===== config.mk =====
export PLATFORM = sky130hd
export DESIGN_NAME = mtx_manchester_tx
export DESIGN_NICKNAME = d
export VERILOG_FILES = /design/src/rtl/mtx_pkg.sv /design/src/rtl/mtx_cell_seq.sv /design/src/rtl/mtx_nibble_reg.sv /design/src/rtl/mtx_cell_enc.sv /design/src/rtl/mtx_manchester_tx.sv
export SDC_FILE = /design/constraint.sdc
export NUM_CORES = 1
export LEC_CHECK = 0
export ABC_AREA = 0
export BUFFER_PORTS_ARGS = -buffer_cell sky130_fd_sc_hd__buf_2
export CAP_MARGIN = 30
export CORE_UTILIZATION = 30
export CTS_CLUSTER_DIAMETER = 30
export DETAILED_ROUTE_END_ITERATION = 10
export SLEW_MARGIN = 10
export SYNTH_ARGS = -nofsm -noshare
export SYNTH_HDL_FRONTEND = slang
export SYNTH_SLANG_ARGS = --single-unit

===== constraint.sdc =====
create_clock -name clk -period 1.65 [get_ports clk]
set_input_delay 0.2475 -clock clk [delete_from_list [all_inputs] [get_ports clk]]
set_output_delay 0.2475 -clock clk [all_outputs]
set_load 0.01 [all_outputs]

===== src/rtl/mtx_pkg.sv =====
// Package: shared constants and the polarity choice for the Manchester
// transmit encoder. Assumes nothing beyond IEEE 1800-2017.
package mtx_pkg;
    // Default nibble width handed over by the controller.
    localparam int NIB_W_DEF = 4;
    // Cells per data bit (two half-bit cells).
    localparam int CELLS_PER_BIT = 2;

    // Which half of a 1 bit is high.
    typedef enum logic {
        POL_ONE_RISES = 1'b0,   // 1 = low then high
        POL_ONE_FALLS = 1'b1    // 1 = high then low
    } pol_e;
endpackage


===== src/rtl/mtx_cell_seq.sv =====
// Cell sequencer: counts the half-bit cells of the nibble being sent and
// decides when a new nibble is taken. Assumes NIB_W is a power of two.
module mtx_cell_seq
    import mtx_pkg::*;
#(
    parameter int NIB_W = NIB_W_DEF,
    localparam int CELLS = NIB_W * CELLS_PER_BIT,
    localparam int CNT_W = $clog2(CELLS),
    localparam int IDX_W = $clog2(NIB_W)
) (
    input  logic             clk,
    input  logic             rst_n,
    input  logic             tx_en,
    output logic             run,
    output logic             load,
    output logic [IDX_W-1:0] bit_idx,
    output logic             second_half
);
    localparam logic [CNT_W-1:0] LAST = CNT_W'(CELLS - 1);

    logic [CNT_W-1:0] cnt;

    // Take a nibble on the first enabled cycle and after the last cell.
    always_comb begin
        load = tx_en && (!run || (cnt == LAST));
    end

    // Advance the cell counter while enabled, and park it when disabled.
    always_ff @(posedge clk) begin
        if (!rst_n || !tx_en) begin
            run <= 1'b0;
            cnt <= '0;
        end else if (!run) begin
            run <= 1'b1;
            cnt <= '0;
        end else if (cnt == LAST) begin
            cnt <= '0;
        end else begin
            cnt <= cnt + 1'b1;
        end
    end

    // Split the counter into bit position and half-bit phase.
    always_comb begin
        bit_idx     = cnt[CNT_W-1:1];
        second_half = cnt[0];
    end
endmodule


===== src/rtl/mtx_nibble_reg.sv =====
// Nibble holding register: stores the accepted nibble and selects the bit
// now being encoded. Assumes load comes from the sequencer.
module mtx_nibble_reg
    import mtx_pkg::*;
#(
    parameter int NIB_W = NIB_W_DEF,
    localparam int IDX_W = $clog2(NIB_W)
) (
    input  logic             clk,
    input  logic             rst_n,
    input  logic             load,
    input  logic [NIB_W-1:0] nibble_in,
    input  logic [IDX_W-1:0] bit_idx,
    output logic             cur_bit
);
    logic [NIB_W-1:0] hold;

    // Capture the nibble on the strobe edge.
    always_ff @(posedge clk) begin
        if (!rst_n) begin
            hold <= '0;
        end else if (load) begin
            hold <= nibble_in;
        end
    end

    // Pick the bit for the current cell, least significant first.
    always_comb begin
        cur_bit = hold[bit_idx];
    end
endmodule


===== src/rtl/mtx_cell_enc.sv =====
// Cell encoder: maps the current bit and phase to a line level, registers
// it, and flags the second cell of a wide pulse by comparing with the level
// already on the line. Assumes run/tx_en gate the burst.
module mtx_cell_enc
    import mtx_pkg::*;
#(
    parameter pol_e POL        = POL_ONE_RISES,
    parameter logic IDLE_LEVEL = 1'b0
) (
    input  logic clk,
    input  logic rst_n,
    input  logic tx_en,
    input  logic run,
    input  logic second_half,
    input  logic cur_bit,
    output logic line_out,
    output logic drive_low
);
    logic level;
    logic emit;
    logic hist_ok;

    // Pick the level for the cell according to the polarity parameter.
    generate
        if (POL == POL_ONE_RISES) begin : g_rise
            always_comb level = second_half ? cur_bit : ~cur_bit;
        end else begin : g_fall
            always_comb level = second_half ? ~cur_bit : cur_bit;
        end
    endgenerate

    // A cell goes out only while the burst runs and enable holds.
    always_comb begin
        emit = run && tx_en;
    end

    // Register the level, the wide-pulse flag and the history-valid bit.
    always_ff @(posedge clk) begin
        if (!rst_n) begin
            line_out  <= IDLE_LEVEL;
            drive_low <= 1'b0;
            hist_ok   <= 1'b0;
        end else if (emit) begin
            line_out  <= level;
            drive_low <= hist_ok && (level == line_out);
            hist_ok   <= 1'b1;
        end else begin
            line_out  <= IDLE_LEVEL;
            drive_low <= 1'b0;
            hist_ok   <= 1'b0;
        end
    end
endmodule


===== src/rtl/mtx_manchester_tx.sv =====
// Top: Manchester transmit encoder with wide-pulse drive control. It joins
// the sequencer, the nibble register and the cell encoder. Assumes a single
// half-bit clock and a controller that follows nibble_req.
module mtx_manchester_tx
    import mtx_pkg::*;
#(
    parameter int   NIB_W      = NIB_W_DEF,
    parameter pol_e POL        = POL_ONE_RISES,
    parameter logic IDLE_LEVEL = 1'b0,
    localparam int  IDX_W      = $clog2(NIB_W)
) (
    input  logic             clk,
    input  logic             rst_n,
    input  logic             tx_en,
    input  logic [NIB_W-1:0] nibble_in,
    output logic             nibble_req,
    output logic             line_out,
    output logic             drive_low
);
    logic             run;
    logic             load;
    logic [IDX_W-1:0] bit_idx;
    logic             second_half;
    logic             cur_bit;

    mtx_cell_seq #(.NIB_W(NIB_W)) u_seq (
        .clk         (clk),
        .rst_n       (rst_n),
        .tx_en       (tx_en),
        .run         (run),
        .load        (load),
        .bit_idx     (bit_idx),
        .second_half (second_half)
    );

    mtx_nibble_reg #(.NIB_W(NIB_W)) u_nib (
        .clk       (clk),
        .rst_n     (rst_n),
        .load      (load),
        .nibble_in (nibble_in),
        .bit_idx   (bit_idx),
        .cur_bit   (cur_bit)
    );

    mtx_cell_enc #(.POL(POL), .IDLE_LEVEL(IDLE_LEVEL)) u_enc (
        .clk         (clk),
        .rst_n       (rst_n),
        .tx_en       (tx_en),
        .run         (run),
        .second_half (second_half),
        .cur_bit     (cur_bit),
        .line_out    (line_out),
        .drive_low   (drive_low)
    );

    // The request strobe is the load decision.
    always_comb begin
        nibble_req = load;
    end
endmodule


==> results_dict.tcl <==
set metrics [dict create \
    status "completed" \
    reg2reg_slack_ps 210 \
    cts.sinks 11 \
    place_ws_ps 310 \
    drc 0 \
    layout.nets 64 \
    crit_path_start_kind "register" \
    mostFrequentLayoutCells "10 x dfxtp_1, 9 x buf_2" \
    cp_top_family "adder cells" \
    fin_crit_ps 1580 \
    drt-vias-per-instance 5.03 \
    fin_ws_ps 67.0 \
    synthXorXnorAreaFrac 0.0612 \
    arrival_ps 1340 \
    fin_crit_sh 0.959 \
    hold_viol 0 \
    synth_cell_types 14 \
    r2r-end "u_nib.hold[0]" \
    core_region_area_mm2 0.00132 \
    final.fill_count 145 \
    layout.cells.most_common "dfxtp_1" \
    cpPeakStageDelay_ps 350 \
    max_slew_margin 0.856 \
    routabilityCongestion 0.752 \
    drive_above_1_share 0.296 \
    critPathMaxFanout 4 \
    syn_inst 40 \
    vias 347 \
    fp.dieArea_mm2 0.00159 \
    port_buffers 9 \
    combPwrFrac 0.085 \
    ys_seq_elements 11 \
    diodes 0 \
    net-switching-power_uw 120 \
    p_sw_frac 0.236 \
    cts_inserted_buffers 3 \
    grt_max_degree 8 \
    synth-simple-area-share 0.190 \
    routedWlPerCell_um 12.9 \
    grt_util_all_layers 0.138 \
    required_ps 1400 \
    crit_chain "ha_1 > ha_1 > nor2b_2 > nor2_1 > buf_2" \
    rows 13 \
    root_buffer "clkbuf_4" \
    floorplan.initialDensity 0.326 \
    holdPathStages 3 \
    r2r_cells 6 \
    ir_drop_v 0.000384 \
    crit_top_cell "ha_1" \
    yosysSeqAreaShare 0.513 \
    syn-num-nets 49 \
    path_buf_inv 1 \
    startpoint "u_seq.cnt[0]" \
    p_leak_uw 0.000242 \
    drt_iter0_drc 4 \
    holdCritPathClass "in -> reg" \
    drtPass1Iterations 4 \
    synth_top_family_by_area "simple AND/OR/NAND/NOR gates" \
    gr-total-overflow 0 \
    worst_pin_slew_ps 214 \
    grt_first_pass_wirelength_mm 1.35 \
    register_area_um2 221 \
    p_int_uw 390 \
    cts_tree "yes" \
    pwr-share-seq 0.547 \
    power_density_mw_per_mm2 962 \
    maxCapViolCount 0 \
    die_h_um 39.8 \
    num_io_pins 10 \
    clock_latency_ps 270 \
    grt_pass1_vias 300 \
    min_from "nibble_in[1]" \
    finalClockSkew_ps 0.423 \
    crit_slowest_cell "dfxtp_2" \
    p_clk_frac 0.368 \
    reg2reg_from "u_seq.cnt[0]" \
    synth_mux_area_frac 0.0525 \
    syn_to_final_growth_pct 23.6 \
    synthAdderAreaFrac 0.0583 \
    clkSlewWorstSetupHoldPaths_ps 70 \
    netlist_area_um2 429 \
    yosysWarnings 0 \
    crit_type "reg -> out" \
    ctsLongestPathBuffers 2 \
    synth.avg_cell_area_um2 10.7 \
    critPathCaptureType "output port" \
    antenna_found_initial 0 \
    die_x_um 39.8 \
    grt_setup_unrepaired "false" \
    cts_max_level 1 \
    setup_viol 0 \
    synth-compound-area-share 0.117 \
    cts_setup_buffers 0 \
    multi_input_area_um2 208 \
    fin_tns_setup_ps 0 \
    drt-total-wl_um 888 \
    ant_nets 0 \
    fmax_mhz 632 \
    whs_endpoint "u_nib.hold[1]" \
    dpl.hpwl_um 601 \
    report.final.slew_viol_count 0 \
]
-- power by group through the flow --
stage	sequential [uW]	combinational, uW	clock [uW]
2_1_floorplan	284	23.3	0
3_3_place_gp	285	41.4	0
3_5_place_dp	285	42.1	0
4_1_cts	279	43.2	193
5_1_grt	280	48.4	205
6_report	279	43.4	188
-- worst reg2reg max path: cells and delay by family, from the launching register on --
family	cells	cell delay, ps
fa+ha+maj	2	390
flops	1	350
buf+inv	1	140
simple gates	1	140
compound gates	2	330
-- stage by stage --
stage,instance area (um2),cells,hold slack (ps),total power (uW),utilization
after CTS,527,69,232,515,0.400
after global placement,500,65,434,326,0.380
after detailed placement,500,65,439,327,0.380
after global routing,531,69,241,534,0.403
final,531,69,234,510,0.403
after floorplan,429,40,401,307,-
-- Yosys cell counts --
cell / count / area, um2
dfxtp_1: 11 / 220
a21boi_0: 4 / 30.0
and3_1: 4 / 25.0
nand3_1: 4 / 20.0
o21ai_0: 4 / 20.0
xnor2_1: 3 / 26.3
and2_1: 2 / 12.5
ha_1: 2 / 25.0
inv_1: 1 / 3.75
mux4_2: 1 / 22.5
nand2b_1: 1 / 6.26
nor2_1: 1 / 3.75
nor2b_1: 1 / 6.26
nor3b_1: 1 / 7.51
-- final cells by class --
class,count,area share
Timing Repair Buffer,10,0.0991
Sequential cell,11,0.417
Multi-Input combinational cell,28,0.392
Clock buffer,4,0.0495
Tap cell,15,0.0354
Inverter,1,0.00708
-- cell families after synthesis --
| family | count (synthesis) |
|---|---|
| multiplexers | 1 |
| XOR/XNOR | 3 |
| flip-flops | 11 |
| buffers and inverters | 1 |
| AND/OR/NAND/NOR | 14 |
| adder cells (fa/ha/maj) | 2 |
| AO/OA/AOI/OAI | 8 |
-- sequential cells by signal, indices dropped and copies added (netlist names) --
name and count:
u_enc.line_out 1, u_enc.hist_ok 1, u_nib.hold 4, u_seq.run 1
u_seq.cnt 3, u_enc.drive_low 1
-- worst max-delay path by stage --
stage / to / depth (start not counted) / slack [ps]
5_1_grt: nibble_req / 5 / 6
2_1_floorplan: nibble_req / 4 / 370
6_report: nibble_req / 5 / 70
3_3_place_gp: u_nib.hold[3] / 6 / 310
4_1_cts: nibble_req / 5 / 20
3_5_place_dp: u_nib.hold[3] / 6 / 310
-- per-layer routing --
layer,share of wire,track usage
met5,0,0
met4,0.027,0.0776
met3,0.050,0.0341
met2,0.48,0.205
met1,0.44,0.177
-- what timing repair did --
item,in CTS,in global routing
hold buffers,0,0
hold endpoints to repair,0,0
setup endpoints to repair,0,1
resized for setup,0,2
Note: power is estimated with default switching activity, not from simulation.
